===== src/rtl/uls_pkg.sv =====
package uls_pkg;

  typedef enum logic {
    ADDR_MCTL = 1'b0,
    ADDR_STAT = 1'b1
  } reg_addr_t;

  typedef struct packed {
    logic bi;
    logic fe;
    logic pe;
  } rx_flags_t;

  localparam int STAT_FERR = 0;
  localparam int STAT_TEMT = 1;
  localparam int STAT_THRE = 2;
  localparam int STAT_BI   = 3;
  localparam int STAT_FE   = 4;
  localparam int STAT_PE   = 5;
  localparam int STAT_OE   = 6;
  localparam int STAT_DR   = 7;

  localparam int MCTL_W = 4;

endpackage


===== src/rtl/uls_rx_errq.sv =====
module uls_rx_errq
  import uls_pkg::*;
#(
  parameter int DEPTH = 4
) (
  input  logic                              clk,
  input  logic                              rst_n,
  input  logic                              push,
  input  rx_flags_t                         flags_in,
  input  logic                              pop,
  output rx_flags_t                         head_flags,
  output logic                              not_empty,
  output logic                              err_pending,
  output logic                              accept_err,
  output logic                              drop,
  output logic [$clog2(DEPTH+1)-1:0]        count
);

  localparam int PTR_W = (DEPTH > 1) ? $clog2(DEPTH) : 1;
  localparam int CNT_W = $clog2(DEPTH + 1);
  localparam logic [PTR_W-1:0] LAST_IDX = PTR_W'(DEPTH - 1);
  localparam logic [CNT_W-1:0] FULL_CNT = CNT_W'(DEPTH);

  rx_flags_t        mem [DEPTH];
  logic [PTR_W-1:0] wr_q, wr_d, rd_q, rd_d;
  logic [CNT_W-1:0] cnt_q, cnt_d, ecnt_q, ecnt_d;
  logic             full, empty, do_push, do_pop, push_err, head_err;
  rx_flags_t        head_raw;

  function automatic logic [PTR_W-1:0] ptr_inc(input logic [PTR_W-1:0] p);
    return (p == LAST_IDX) ? '0 : p + PTR_W'(1);
  endfunction

  assign full     = (cnt_q == FULL_CNT);
  assign empty    = (cnt_q == '0);
  assign do_push  = push && !full;
  assign do_pop   = pop && !empty;
  assign push_err = |flags_in;
  assign head_raw = mem[rd_q];
  assign head_err = |head_raw;

  always_comb begin
    wr_d   = do_push ? ptr_inc(wr_q) : wr_q;
    rd_d   = do_pop  ? ptr_inc(rd_q) : rd_q;
    cnt_d  = cnt_q + CNT_W'(do_push) - CNT_W'(do_pop);
    ecnt_d = ecnt_q + CNT_W'(do_push && push_err) - CNT_W'(do_pop && head_err);
  end

  always_ff @(posedge clk or negedge rst_n) begin
    if (!rst_n) begin
      wr_q   <= '0;
      rd_q   <= '0;
      cnt_q  <= '0;
      ecnt_q <= '0;
    end else begin
      wr_q   <= wr_d;
      rd_q   <= rd_d;
      cnt_q  <= cnt_d;
      ecnt_q <= ecnt_d;
    end
  end

  always_ff @(posedge clk) begin
    if (do_push) begin
      mem[wr_q] <= flags_in;
    end
  end

  assign head_flags  = empty ? '0 : head_raw;
  assign not_empty   = !empty;
  assign err_pending = (ecnt_q != '0);
  assign accept_err  = do_push && push_err;
  assign drop        = push && full;
  assign count       = cnt_q;

endmodule


===== src/rtl/uls_rx_sticky.sv =====
module uls_rx_sticky (
  input  logic clk,
  input  logic rst_n,
  input  logic accept_err,
  input  logic err_pending,
  input  logic drop,
  input  logic stat_rd,
  output logic fifo_err,
  output logic overrun
);

  logic ferr_q, ferr_d, oe_q, oe_d;

  always_comb begin
    ferr_d = ferr_q;
    if (accept_err) begin
      ferr_d = 1'b1;
    end else if (stat_rd && !err_pending) begin
      ferr_d = 1'b0;
    end
    oe_d = oe_q;
    if (drop) begin
      oe_d = 1'b1;
    end else if (stat_rd) begin
      oe_d = 1'b0;
    end
  end

  always_ff @(posedge clk or negedge rst_n) begin
    if (!rst_n) begin
      ferr_q <= 1'b0;
      oe_q   <= 1'b0;
    end else begin
      ferr_q <= ferr_d;
      oe_q   <= oe_d;
    end
  end

  assign fifo_err = ferr_q;
  assign overrun  = oe_q;

endmodule


===== src/rtl/uls_tx_track.sv =====
module uls_tx_track #(
  parameter int LVL_W = 5
) (
  input  logic             clk,
  input  logic             rst_n,
  input  logic             load,
  input  logic             move,
  input  logic             done,
  input  logic [LVL_W-1:0] level,
  output logic             hold_empty,
  output logic             all_empty
);

  localparam logic [LVL_W-1:0] ONE_LEFT = LVL_W'(1);

  logic he_q, he_d, sh_q, sh_d;

  always_comb begin
    he_d = he_q;
    if (load) begin
      he_d = 1'b0;
    end else if (move && (level == ONE_LEFT)) begin
      he_d = 1'b1;
    end
    sh_d = sh_q;
    if (move) begin
      sh_d = 1'b0;
    end else if (done) begin
      sh_d = 1'b1;
    end
  end

  always_ff @(posedge clk or negedge rst_n) begin
    if (!rst_n) begin
      he_q <= 1'b1;
      sh_q <= 1'b1;
    end else begin
      he_q <= he_d;
      sh_q <= sh_d;
    end
  end

  assign hold_empty = he_q;
  assign all_empty  = he_q && sh_q;

endmodule


===== src/rtl/uls_modem_ctl.sv =====
module uls_modem_ctl
  import uls_pkg::*;
(
  input  logic              clk,
  input  logic              rst_n,
  input  logic              wr_en,
  input  logic [MCTL_W-1:0] wdata,
  output logic [MCTL_W-1:0] ctrl,
  output logic [MCTL_W-1:0] pins_n
);

  logic [MCTL_W-1:0] ctl_q, ctl_d;

  always_comb begin
    ctl_d = wr_en ? wdata : ctl_q;
  end

  always_ff @(posedge clk or negedge rst_n) begin
    if (!rst_n) begin
      ctl_q <= '0;
    end else begin
      ctl_q <= ctl_d;
    end
  end

  assign ctrl = ctl_q;

  for (genvar i = 0; i < MCTL_W; i++) begin : g_pin
    assign pins_n[i] = ~ctl_q[i];
  end

endmodule


===== src/rtl/uart_line_status.sv =====
module uart_line_status
  import uls_pkg::*;
#(
  parameter int RX_DEPTH = 4,
  parameter int TX_LVL_W = 5
) (
  input  logic                clk,
  input  logic                rst_n,
  input  logic                cpu_addr,
  input  logic                cpu_rd,
  input  logic                cpu_wr,
  input  logic [7:0]          cpu_wdata,
  output logic [7:0]          cpu_rdata,
  input  logic                rx_push,
  input  logic                rx_pe,
  input  logic                rx_fe,
  input  logic                rx_bi,
  input  logic                rx_pop,
  input  logic                tx_load,
  input  logic                tx_move,
  input  logic                tx_done,
  input  logic [TX_LVL_W-1:0] tx_level,
  output logic                dtr_n,
  output logic                rts_n,
  output logic                out1_n,
  output logic                out2_n
);

  localparam int CNT_W = $clog2(RX_DEPTH + 1);

  logic [1:0]        rst_sync;
  logic              rst_sync_n;
  logic              stat_rd, mctl_wr;
  rx_flags_t         push_flags, head_flags;
  logic              not_empty, err_pending, accept_err, drop;
  logic [CNT_W-1:0]  rx_count;
  logic              fifo_err, overrun, hold_empty, all_empty;
  logic [MCTL_W-1:0] mctl, pins_n;
  logic [7:0]        stat_byte;

  always_ff @(posedge clk or negedge rst_n) begin
    if (!rst_n) begin
      rst_sync <= 2'b00;
    end else begin
      rst_sync <= {rst_sync[0], 1'b1};
    end
  end
  assign rst_sync_n = rst_sync[1];

  assign stat_rd    = cpu_rd && (reg_addr_t'(cpu_addr) == ADDR_STAT);
  assign mctl_wr    = cpu_wr && (reg_addr_t'(cpu_addr) == ADDR_MCTL);
  assign push_flags = '{bi: rx_bi, fe: rx_fe, pe: rx_pe};

  uls_rx_errq #(.DEPTH(RX_DEPTH)) u_errq (
    .clk        (clk),
    .rst_n      (rst_sync_n),
    .push       (rx_push),
    .flags_in   (push_flags),
    .pop        (rx_pop),
    .head_flags (head_flags),
    .not_empty  (not_empty),
    .err_pending(err_pending),
    .accept_err (accept_err),
    .drop       (drop),
    .count      (rx_count)
  );

  uls_rx_sticky u_sticky (
    .clk        (clk),
    .rst_n      (rst_sync_n),
    .accept_err (accept_err),
    .err_pending(err_pending),
    .drop       (drop),
    .stat_rd    (stat_rd),
    .fifo_err   (fifo_err),
    .overrun    (overrun)
  );

  uls_tx_track #(.LVL_W(TX_LVL_W)) u_tx (
    .clk       (clk),
    .rst_n     (rst_sync_n),
    .load      (tx_load),
    .move      (tx_move),
    .done      (tx_done),
    .level     (tx_level),
    .hold_empty(hold_empty),
    .all_empty (all_empty)
  );

  uls_modem_ctl u_mctl (
    .clk   (clk),
    .rst_n (rst_sync_n),
    .wr_en (mctl_wr),
    .wdata (cpu_wdata[MCTL_W-1:0]),
    .ctrl  (mctl),
    .pins_n(pins_n)
  );

  always_comb begin
    stat_byte            = '0;
    stat_byte[STAT_FERR] = fifo_err;
    stat_byte[STAT_TEMT] = all_empty;
    stat_byte[STAT_THRE] = hold_empty;
    stat_byte[STAT_BI]   = head_flags.bi;
    stat_byte[STAT_FE]   = head_flags.fe;
    stat_byte[STAT_PE]   = head_flags.pe;
    stat_byte[STAT_OE]   = overrun;
    stat_byte[STAT_DR]   = not_empty;
  end

  always_comb begin
    if (reg_addr_t'(cpu_addr) == ADDR_STAT) begin
      cpu_rdata = stat_byte;
    end else begin
      cpu_rdata = {{(8-MCTL_W){1'b0}}, mctl};
    end
  end

  assign dtr_n  = pins_n[0];
  assign rts_n  = pins_n[1];
  assign out1_n = pins_n[2];
  assign out2_n = pins_n[3];

endmodule


===== config.mk =====
export PLATFORM = sky130hd
export DESIGN_NAME = uart_line_status
export DESIGN_NICKNAME = d
export VERILOG_FILES = /design/src/rtl/uls_pkg.sv /design/src/rtl/uls_rx_errq.sv /design/src/rtl/uls_rx_sticky.sv /design/src/rtl/uls_tx_track.sv /design/src/rtl/uls_modem_ctl.sv /design/src/rtl/uart_line_status.sv
export SDC_FILE = /design/constraint.sdc
export NUM_CORES = 1
export LEC_CHECK = 0
export BUFFER_PORTS_ARGS = -buffer_cell sky130_fd_sc_hd__buf_2
export CORE_UTILIZATION = 32
export CTS_CLUSTER_DIAMETER = 100
export CTS_CLUSTER_SIZE = 25
export DETAILED_ROUTE_END_ITERATION = 10
export GPL_TIMING_DRIVEN = 0
export PLACE_DENSITY = 0.53
export SLEW_MARGIN = 25
export SYNTH_ARGS = -nofsm -noshare
export SYNTH_HDL_FRONTEND = slang
export SYNTH_SLANG_ARGS = --single-unit

===== constraint.sdc =====
create_clock -name clk -period 2.15 [get_ports clk]
set_clock_uncertainty 0.15 [all_clocks]
set_input_delay 0.3225 -clock clk [delete_from_list [all_inputs] [get_ports clk]]
set_output_delay 0.3225 -clock clk [all_outputs]
set_load 0.01 [all_outputs]

==> impl_metrics.json, run 1 <==
{
  "drc": 0,
  "powerDensity_nw_per_um2": 1240,
  "antenna_found_initial": 0,
  "timing.final.crit_share_pct": 122,
  "wl_per_cell_um": 12.7,
  "synth_edf_count": 12,
  "fin_crit_ns": 2.62,
  "setup_ws_ns": -0.472,
  "slowest_stage": "mux4_2",
  "synth_area_leader_cell": "dfrtp_1",
  "area_growth_syn_to_layout_pct": 30.1,
  "first_iter_violations": 36,
  "grt_pass1_vias": 997,
  "cts_tree": "done",
  "fmax_mhz": 381,
  "ys_ff_latch": 32,
  "die_w_um": 70.1,
  "fillCellCount": 427,
  "synth_cell_type_count": 31,
  "synth_warnings": 0,
  "avgSynthCellArea_um2": 13.0,
  "finalHoldViolCount": 0,
  "grt_max_degree": 19,
  "vias_per_cell": 4.59,
  "setup_violations": 3,
  "maxSlewHeadroom_pct": 52.7,
  "failed_checks": "setup timing",
  "grt_pass1_wl_um": 4560,
  "synth_area_leaders": "dfrtp_1, edfxtp_1, ha_1",
  "place_congestion": 0.782,
  "worst_pin_slew_ns": 0.709,
  "crit_path_end_kind": "flop",
  "critical_path_class": "flop to flop",
  "wl_met2_um": 1490,
  "htreeDepth": 2,
  "cap_violations": 0,
  "required_ns": 2.17,
  "drive_above_1_share_pct": 40.0,
  "ant_nets": 0,
  "postSynthCellCount": 114,
  "cp_max_fo": 4,
  "post-place-ws_ns": -0.564,
  "port_buffers": 33,
  "synth_common_cells": "dfrtp_1, inv_1, edfxtp_1",
  "synthesis.area_um2": 1480,
  "synth_most_common_cell": "dfrtp_1",
  "hold_slack_ns": 0.0155,
  "numCtsBuffers": 5,
  "cellLeakagePower_nw": 0.875,
  "start_kind": "flop",
  "slowest_delay_ns": 0.53,
  "core_um2": 4410,
  "yosysSeqAreaShare_pct": 58.2,
  "dr_wl_met3_um": 88,
  "cp.arrival_ns": 2.64,
  "clkSinkCount": 32,
  "cts_buffer_depth": 2,
  "start_util_pct": 33.6,
  "rows": 24,
  "first_pass_iters": 4,
  "ioPinCount": 38,
  "slew_viol_final": 0,
  "grt_overflow": 0,
  "rsz0062_at_grt": "yes",
  "worstSkewPairLatency_ns": 0.28,
  "vdd_drop_max_mv": 0.344,
  "synth_fp_nets": 151,
  "finish.utilization_pct": 43.7,
  "async_flop_share_pct": 62.5,
  "die_y_um": 70.1,
  "cp_cell_sequence": "mux4_2, nor3_2, nor2_2, ha_1, inv_1, ha_1, inv_1, fa_2, xnor2_2, xnor2_1",
  "m1WireLength_um": 1150,
  "synth_top_area_share_pct": 30.4,
  "synth_flop_cell": "dfrtp_1",
  "top_layer_used": "met4",
  "hpwl_um": 2110,
  "outcome": "complete, but fails checks",
  "antenna_cells": 0,
  "cts_root_buf": "clkbuf_8",
  "vias": 995,
  "hold_class": "input port to flop",
  "nets": 201,
  "grt_usage_pct": 12.5,
  "finalWirelength_um": 2760,
  "dieArea_um2": 4910,
  "path_clk_slew_ns": 0.06
}
==> timing repair <==
| item | 4_1_cts | 5_1_grt |
|---|---|---|
| pin swaps | 3 | 2 |
| hold endpoints to repair | 3 | 0 |
| hold buffers | 2 | 0 |
| endpoints found under the setup margin | 5 | 7 |
| resized for setup | 3 | 5 |
| setup buffers | 5 | 3 |
| cloned | 0 | 0 |
==> registers in the layout (all words and copies together) (netlist names), 2 cells and up <==
name,cells
rst_sync,2
u_errq.ecnt_q,3
u_errq.count,3
u_mctl.ctrl,4
u_errq.mem,12
u_errq.rd_q,2
u_errq.wr_q,2
==> cell families (layout without fill, tap and decap cells) <==
group,Yosys count,count (layout),synth area share (%)
buf+inv,15,66,3.80
flops,32,32,58.2
other cells,1,1,0.253
xor+xnor,4,4,2.36
simple gates,30,30,10.4
mux,6,6,7.09
fa+ha+maj,11,11,10.3
compound gates,15,15,7.59
==> metal layers <==
layer | up-vias | global-route usage [%]
li1 | 485 | -
met4 | 0 | 5.33
met1 | 490 | 13.9
met2 | 15 | 21.4
met5 | - | 0
met3 | 5 | 4.76
==> power by group <==
group	internal [mW]	switching, mW
clock network	0.261	0.206
logic	0.524	0.417
registers	0.827	0.157
total	1.61	0.780
==> worst max-delay path: cells and delay by family (launching register included) <==
kind	cells	cell delay (ns)
adders and majority gates	3	0.75
DFF	1	0.42
muxes	1	0.53
and+or+nand+nor	2	0.28
buffers and inverters	2	0.11
xor gates and xnor gates	2	0.27
==> path summary, 6_finish.rpt <==
check	to	slack [ns]	from	cells after the start
min in group asynchronous	u_errq.ecnt_q[1]	0.15	rst_sync[1]	0
max	u_errq.ecnt_q[2]	-0.47	u_errq.rd_q[0]	10
max reg2reg	u_errq.ecnt_q[2]	-0.47	u_errq.rd_q[0]	10
max in group asynchronous	u_errq.count[1]	1.21	rst_sync[1]	0
min	u_tx.sh_q	0.02	tx_move	2
min reg2reg	u_errq.ecnt_q[1]	0.15	rst_sync[1]	0
==> per-stage QoR <==
step / setup TNS (ns) / instances / instance area (um2) / power (mW)
CTS: -1.02 / 214 / 1890 / 2.34
detailed placement: -1.22 / 199 / 1730 / 1.75
global placement: -1.04 / 199 / 1730 / 1.70
floorplan: -0.669 / 114 / 1500 / 1.53
global route: -1.45 / 217 / 1930 / 2.59
finish: -0.934 / 217 / 1930 / 2.39
==> cells in the final DEF, fill, tap and decap left out, types with 6 or more instances in the layout <==
cell	instances
and2_1	6
buf_2	32
buf_4	7
clkbuf_8	6
dfrtp_1	15
edfxtp_1	12
ha_1	9
inv_1	14
nand2_1	8
nor2_1	6
o21ai_0	7
==> cell type report <==
class / instances / area (um2) / area share [%]
plain buffers: 1 / 3.75 / 0.195
multi-input cells: 67 / 596 / 30.9
flip-flops and latches: 32 / 867 / 44.9
repair buffers: 43 / 255 / 13.2
clock buffers: 8 / 90.1 / 4.67
inverters: 14 / 52.6 / 2.72
well taps: 52 / 65.1 / 3.37
Note: power is estimated with default switching activity, not from simulation.
==> inputs of run 2 (changes only) <==
--- a/config.mk
+++ b/config.mk
@@ -6,12 +6,14 @@
 export NUM_CORES = 1
 export LEC_CHECK = 0
 export BUFFER_PORTS_ARGS = -buffer_cell sky130_fd_sc_hd__buf_2
+export CELL_PAD_IN_SITES_DETAIL_PLACEMENT = 1
+export CELL_PAD_IN_SITES_GLOBAL_PLACEMENT = 2
 export CORE_UTILIZATION = 32
 export CTS_CLUSTER_DIAMETER = 100
 export CTS_CLUSTER_SIZE = 25
 export DETAILED_ROUTE_END_ITERATION = 10
 export GPL_TIMING_DRIVEN = 0
-export PLACE_DENSITY = 0.53
+export PLACE_DENSITY = 0.74
 export SLEW_MARGIN = 25
 export SYNTH_ARGS = -nofsm -noshare
 export SYNTH_HDL_FRONTEND = slang
==> run 2 against run 1 <==
Net effect:
- the run still ends with setup timing left
- clock power is 27% higher
- count of clock-buffer cells in the layout is 2 lower
- via count is 1.3% lower
- sequential share of layout area up 0.44 points
- sequential cell count stayed put
- critical path type unchanged
==> impl_metrics.json, run 2 (synthesized netlist as in run 1, its figures left out) <==
{
  "outcome": "complete, but fails checks",
  "failed_checks": "setup timing",
  "critPathCapture": "u_errq.ecnt_q[2]",
  "powerDensity_nw_per_um2": 1290,
  "largest_register_ffs": 12,
  "drc": 0,
  "p_comb_share_pct": 35.5,
  "maxSlewHeadroom_pct": 49.2,
  "p_sw_uw": 791,
  "hold_start": "tx_move",
  "vias_per_cell": 4.61,
  "ioPinCount": 38,
  "slew_viol_final": 0,
  "top_register": "u_errq.mem",
  "r2r_setup_slack_ns": -0.52,
  "die_y_um": 70.1,
  "fillCellCount": 488,
  "nets": 197,
  "grt_usage_pct": 14.0,
  "reg2reg_depth": 10,
  "vias": 982,
  "power_frac_seq_pct": 40.4,
  "hpwl_um": 2330,
  "area_growth_syn_to_layout_pct": 28.9,
  "cap_violations": 0,
  "start_util_pct": 33.6,
  "required_ns": 2.17,
  "dp.cells": 199,
  "regToRegEndpoint": "u_errq.ecnt_q[2]",
  "finalWirelength_um": 3020,
  "rsz0062_at_grt": "yes",
  "cts_tree": "done",
  "fmax_mhz": 375,
  "start_kind": "flop",
  "cp_cell_sequence": "mux4_2, nor3_2, nor2_2, ha_1, inv_1, ha_1, inv_1, fa_2, xnor2_2, xnor2_1",
  "cp.arrival_ns": 2.68,
  "swShare_pct": 32.2,
  "clock_power_share_pct": 24.1,
  "drive_above_1_share_pct": 37.9,
  "worst_pin_slew_ns": 0.762,
  "grt_overflow": 0,
  "rows": 24,
  "final_cells": 213,
  "grt_pass1_wl_um": 5100,
  "layout_commonest_cell": "buf_2",
  "wl_per_cell_um": 14.2,
  "cts_buffer_depth": 2,
  "hold_class": "input port to flop",
  "critical_path_class": "flop to flop",
  "grt_max_degree": 19,
  "internal_power_mw": 1.66,
  "slowest_stage": "mux4_2",
  "antenna_cells": 0,
  "crit_path_end_kind": "flop",
  "grt_pass1_vias": 1079,
  "layout_common_cells": "buf_2, dfrtp_1, inv_1, edfxtp_1",
  "setup_total_negative_slack_ns": -1.07,
  "slowest_delay_ns": 0.53,
  "path_clk_slew_ns": 0.07,
  "dieArea_um2": 4910,
  "vdd_drop_max_mv": 0.393,
  "power_mw": 2.46,
  "cts_root_buf": "clkbuf_8",
  "place_congestion": 0.707,
  "timing.final.crit_share_pct": 124,
  "fin_crit_ns": 2.67,
  "r2r_start": "u_errq.rd_q[0]",
  "crit_path_start": "u_errq.rd_q[0]",
  "cellLeakagePower_nw": 0.865,
  "setup_violations": 4,
  "first_iter_violations": 32,
  "port_buffers": 33,
  "finalHoldViolCount": 0,
  "numCtsBuffers": 5,
  "die_w_um": 70.1,
  "clkSinkCount": 32,
  "cp_max_fo": 4,
  "setup_ws_ns": -0.515,
  "first_pass_iters": 3,
  "core_um2": 4410,
  "htreeDepth": 2,
  "finish.utilization_pct": 43.3,
  "ant_nets": 0,
  "antenna_found_initial": 0,
  "worstSkewPairLatency_ns": 0.29
}
==> run 2: cell count changes in the layout (fill, tap and decap cells not counted), sizes merged <==
cell,change
buf,-4
clkinv,+1
clkbuf,-2
bufinv,+1
==> run 2: cell type report <==
type | count | area (um2) | share of cell area [%]
sequential | 32 | 867 | 45.4
multi-input combinational | 67 | 591 | 30.9
timing repair buffer | 39 | 215 | 11.3
clock buffer | 6 | 82.6 | 4.32
tap | 52 | 65.1 | 3.41
inverter | 14 | 52.6 | 2.75
clock inverter | 2 | 33.8 | 1.77
buffer | 1 | 3.75 | 0.196
==> run 2: repair_timing <==
item | in CTS | in global routing
hold buffers | 2 | 0
endpoints found under the setup margin | 4 | 5
pin swaps | 2 | 4
buffers inserted | 3 | 1
resized for setup | 1 | 3
hold endpoints to repair | 3 | 0
==> run 2: stage by stage <==
step	setup WS [ns]	hold slack [ns]	cell area, um2
floorplan	-0.367	-0.123	1500
global placement	-0.503	-0.0406	1730
detailed placement	-0.569	-0.0412	1730
CTS	-0.547	0.00186	1890
global route	-0.652	0.00467	1910
finish	-0.515	0.0124	1910
==> run 2: critical path: cells and delay by family (launching register included) <==
| family | cells | cell delay (ns) |
|---|---|---|
| adders and majority gates | 3 | 0.77 |
| muxes | 1 | 0.53 |
| DFF | 1 | 0.42 |
| xor gates and xnor gates | 2 | 0.28 |
| and+or+nand+nor | 2 | 0.27 |
| buffers and inverters | 2 | 0.11 |
==> run 2: worst min-delay path by stage <==
stage,to,slack (ns),depth (start not counted)
6_report,u_tx.sh_q,0.01,2
3_5_place_dp,rst_sync[1],-0.04,1
3_3_place_gp,rst_sync[1],-0.04,1
5_1_grt,u_tx.sh_q,0.005,2
4_1_cts,u_tx.sh_q,0.002,2
2_1_floorplan,rst_sync[0],-0.12,0
==> run 2: power groups by stage <==
| stage | registers [mW] | clock network (mW) | logic (mW) |
|---|---|---|---|
| after floorplan | 0.971 | 0 | 0.560 |
| after global placement | 1.00 | 0 | 0.704 |
| after detailed placement | 1.02 | 0 | 0.760 |
| after CTS | 0.999 | 0.611 | 0.841 |
| after global routing | 1.02 | 0.644 | 0.989 |
| final | 0.992 | 0.592 | 0.871 |
==> run 2: metal layers <==
layer  routed length (um)  vias up  global-route usage, %
met5                    0        -                      0
met4                   46        0                   5.33
met3                  124        6                   5.63
met2                 1520       17                   22.9
met1                 1320      482                   16.6
li1                     -      477                      -
==> inputs of run 3 (changes only) <==
--- a/config.mk
+++ b/config.mk
@@ -5,6 +5,7 @@
 export SDC_FILE = /design/constraint.sdc
 export NUM_CORES = 1
 export LEC_CHECK = 0
+export ABC_AREA = 1
 export BUFFER_PORTS_ARGS = -buffer_cell sky130_fd_sc_hd__buf_2
 export CELL_PAD_IN_SITES_DETAIL_PLACEMENT = 1
 export CELL_PAD_IN_SITES_GLOBAL_PLACEMENT = 2
@@ -13,7 +14,7 @@
 export CTS_CLUSTER_SIZE = 25
 export DETAILED_ROUTE_END_ITERATION = 10
 export GPL_TIMING_DRIVEN = 0
-export PLACE_DENSITY = 0.74
+export PLACE_DENSITY = 0.78
 export SLEW_MARGIN = 25
 export SYNTH_ARGS = -nofsm -noshare
 export SYNTH_HDL_FRONTEND = slang
==> run 3 against run 2 <==
Net effect:
- the run still ends with setup timing left
- first-iteration DRC count is 22% lower
- via count is 22% higher
- design area is 14% higher
- worst setup slack better by 0.39 ns
- clock power is 7.3% lower
- critical path type unchanged
- largest cell class unchanged
==> impl_metrics.json, run 3 <==
{
  "cp.arrival_ns": 2.30,
  "slowest_delay_ns": 0.53,
  "vias": 1201,
  "synth_area_leader_cell": "dfrtp_1",
  "critical_path_class": "flop to flop",
  "vdd_drop_max_mv": 0.564,
  "finalHoldViolCount": 0,
  "numCtsBuffers": 5,
  "cp_cell_sequence": "buf_6, clkinv_8, nand2_2, nand3_2, nand2_2, nand3_2, nand2_2, inv_2, ha_4, inv_2, ha_4, inv_2, fa_2, inv_2",
  "cts_root_buf": "clkbuf_8",
  "fin_crit_ns": 2.27,
  "setup_ws_ns": -0.124,
  "avgSynthCellArea_um2": 10.1,
  "grt_max_degree": 19,
  "worstSkewPairLatency_ns": 0.28,
  "crit_buf_inv": 6,
  "outcome": "complete, but fails checks",
  "antenna_cells": 0,
  "hold_class": "input port to flop",
  "synth_edf_count": 12,
  "crit_path_end_kind": "flop",
  "fmax_mhz": 440,
  "setup_violations": 2,
  "cap_violations": 0,
  "timing.final.crit_share_pct": 106,
  "wl_met2_um": 1970,
  "postSynthCellCount": 151,
  "dp.cells": 236,
  "final_cells": 260,
  "maxSlewHeadroom_pct": 48.8,
  "worst_pin_slew_ns": 0.768,
  "m1WireLength_um": 1460,
  "top_layer_used": "met4",
  "area_growth_syn_to_layout_pct": 42.5,
  "htreeDepth": 2,
  "rsz0062_at_grt": "yes",
  "start_kind": "flop",
  "failed_checks": "setup timing",
  "largest_register_ffs": 12,
  "dieArea_um2": 5050,
  "ys_ff_latch": 32,
  "grt_pass1_vias": 1250,
  "cp_max_fo": 8,
  "top_register": "u_errq.mem",
  "path_clk_slew_ns": 0.07,
  "wl_per_cell_um": 13.9,
  "slew_viol_final": 0,
  "port_buffers": 33,
  "synth_flop_cell": "dfrtp_1",
  "synth_fp_nets": 188,
  "cts_tree": "done",
  "powerDensity_nw_per_um2": 1360,
  "setup_total_negative_slack_ns": -0.205,
  "ioPinCount": 38,
  "hpwl_um": 2530,
  "place_congestion": 0.732,
  "first_iter_violations": 25,
  "layout_commonest_cell": "buf_2",
  "slowest_stage": "fa_2",
  "start_util_pct": 34.1,
  "yosysSeqAreaShare_pct": 56.6,
  "layout_common_cells": "buf_2, inv_1, nand2_1, dfrtp_1",
  "first_pass_iters": 6,
  "drc": 0,
  "grt_overflow": 0,
  "clkSinkCount": 32,
  "rows": 24,
  "synth_warnings": 0,
  "power_mw": 2.95,
  "core_um2": 4470,
  "path_common_cell": "inv_2",
  "synth_area_leaders": "dfrtp_1, edfxtp_1, ha_1",
  "synth_cell_type_count": 23,
  "synth_common_cells": "nand2_1, inv_1, dfrtp_1",
  "die_y_um": 71.1,
  "ant_nets": 0,
  "drive_above_1_share_pct": 48.6,
  "async_flop_share_pct": 62.5,
  "path_delay_family": "adder cells",
  "nets": 244,
  "finalWirelength_um": 3620,
  "synthesis.area_um2": 1530,
  "synth_top_area_share_pct": 29.5,
  "cts_buffer_depth": 2,
  "grt_pass1_wl_um": 5620,
  "synth_most_common_cell": "nand2_1",
  "antenna_found_initial": 0,
  "required_ns": 2.18,
  "cellLeakagePower_nw": 1.03,
  "vias_per_cell": 4.62,
  "grt_usage_pct": 15.0,
  "dr_wl_met3_um": 122,
  "die_w_um": 71.1
}
run 3: cells by family after synthesis:
family	share of synthesized area [%]
buffers and inverters	7.46
other	0.246
AOI/OAI and AO/OA	7.95
DFF	56.6
xor gates and xnor gates	2.29
adders and majority gates	10.0
and+or+nand+nor	15.5
run 3: metrics by stage:
stage / setup WS [ns] / hold WS (ns) / util (%) / cell area (um2)
4_1_cts: -0.116 / 0.0145 / 43.6 / 1950
3_3_place_gp: -0.0893 / -0.0401 / 39.3 / 1760
2_1_floorplan: 0.0378 / -0.123 / - / 1530
6_report: -0.124 / 0.0248 / 48.6 / 2170
3_5_place_dp: -0.149 / -0.0363 / 39.3 / 1760
5_1_grt: -0.187 / 0.0150 / 48.6 / 2170
run 3: routing by layer:
metal / track usage [%] / up-vias
li1: - / 588
met1: 16.8 / 580
met2: 26.0 / 27
met3: 3.99 / 6
met4: 8.00 / 0
met5: 0 / -
run 3: path summary, 6_finish.rpt:
kind                                 from  slack (ns)  depth (start not counted)               end
max in group asynchronous     rst_sync[1]        1.15                          0   u_errq.count[2]
min in group asynchronous     rst_sync[1]        0.17                          0   u_errq.count[0]
min reg2reg                   rst_sync[1]        0.17                          0   u_errq.count[0]
max                        u_errq.rd_q[0]       -0.12                         14  u_errq.ecnt_q[1]
max reg2reg                u_errq.rd_q[0]       -0.12                         14  u_errq.ecnt_q[1]
min                               tx_move        0.02                          2         u_tx.sh_q
run 3: repair_timing:
item / CTS / global route
hold buffers: 2 / 0
gates resized for setup: 10 / 41
endpoints found under the setup margin: 3 / 4
endpoints found under the hold margin: 3 / 0
pin swaps: 1 / 14
setup buffers: 6 / 10
run 3: final cells by class:
class / instances / area (um2)
Fill cell: 512 / 2300
Sequential cell: 32 / 867
Multi-Input combinational cell: 90 / 709
Timing Repair Buffer: 49 / 297
Inverter: 27 / 114
Clock buffer: 5 / 68.8
Tap cell: 52 / 65.1
Clock inverter: 3 / 37.5
Buffer: 2 / 16.3
run 3: power by group:
part           leakage (nW)  switching (mW)  internal [mW]
clock network        0.0532           0.212          0.337
logic                 0.642           0.713          0.704
registers             0.335           0.161          0.824
total                  1.03            1.09           1.87
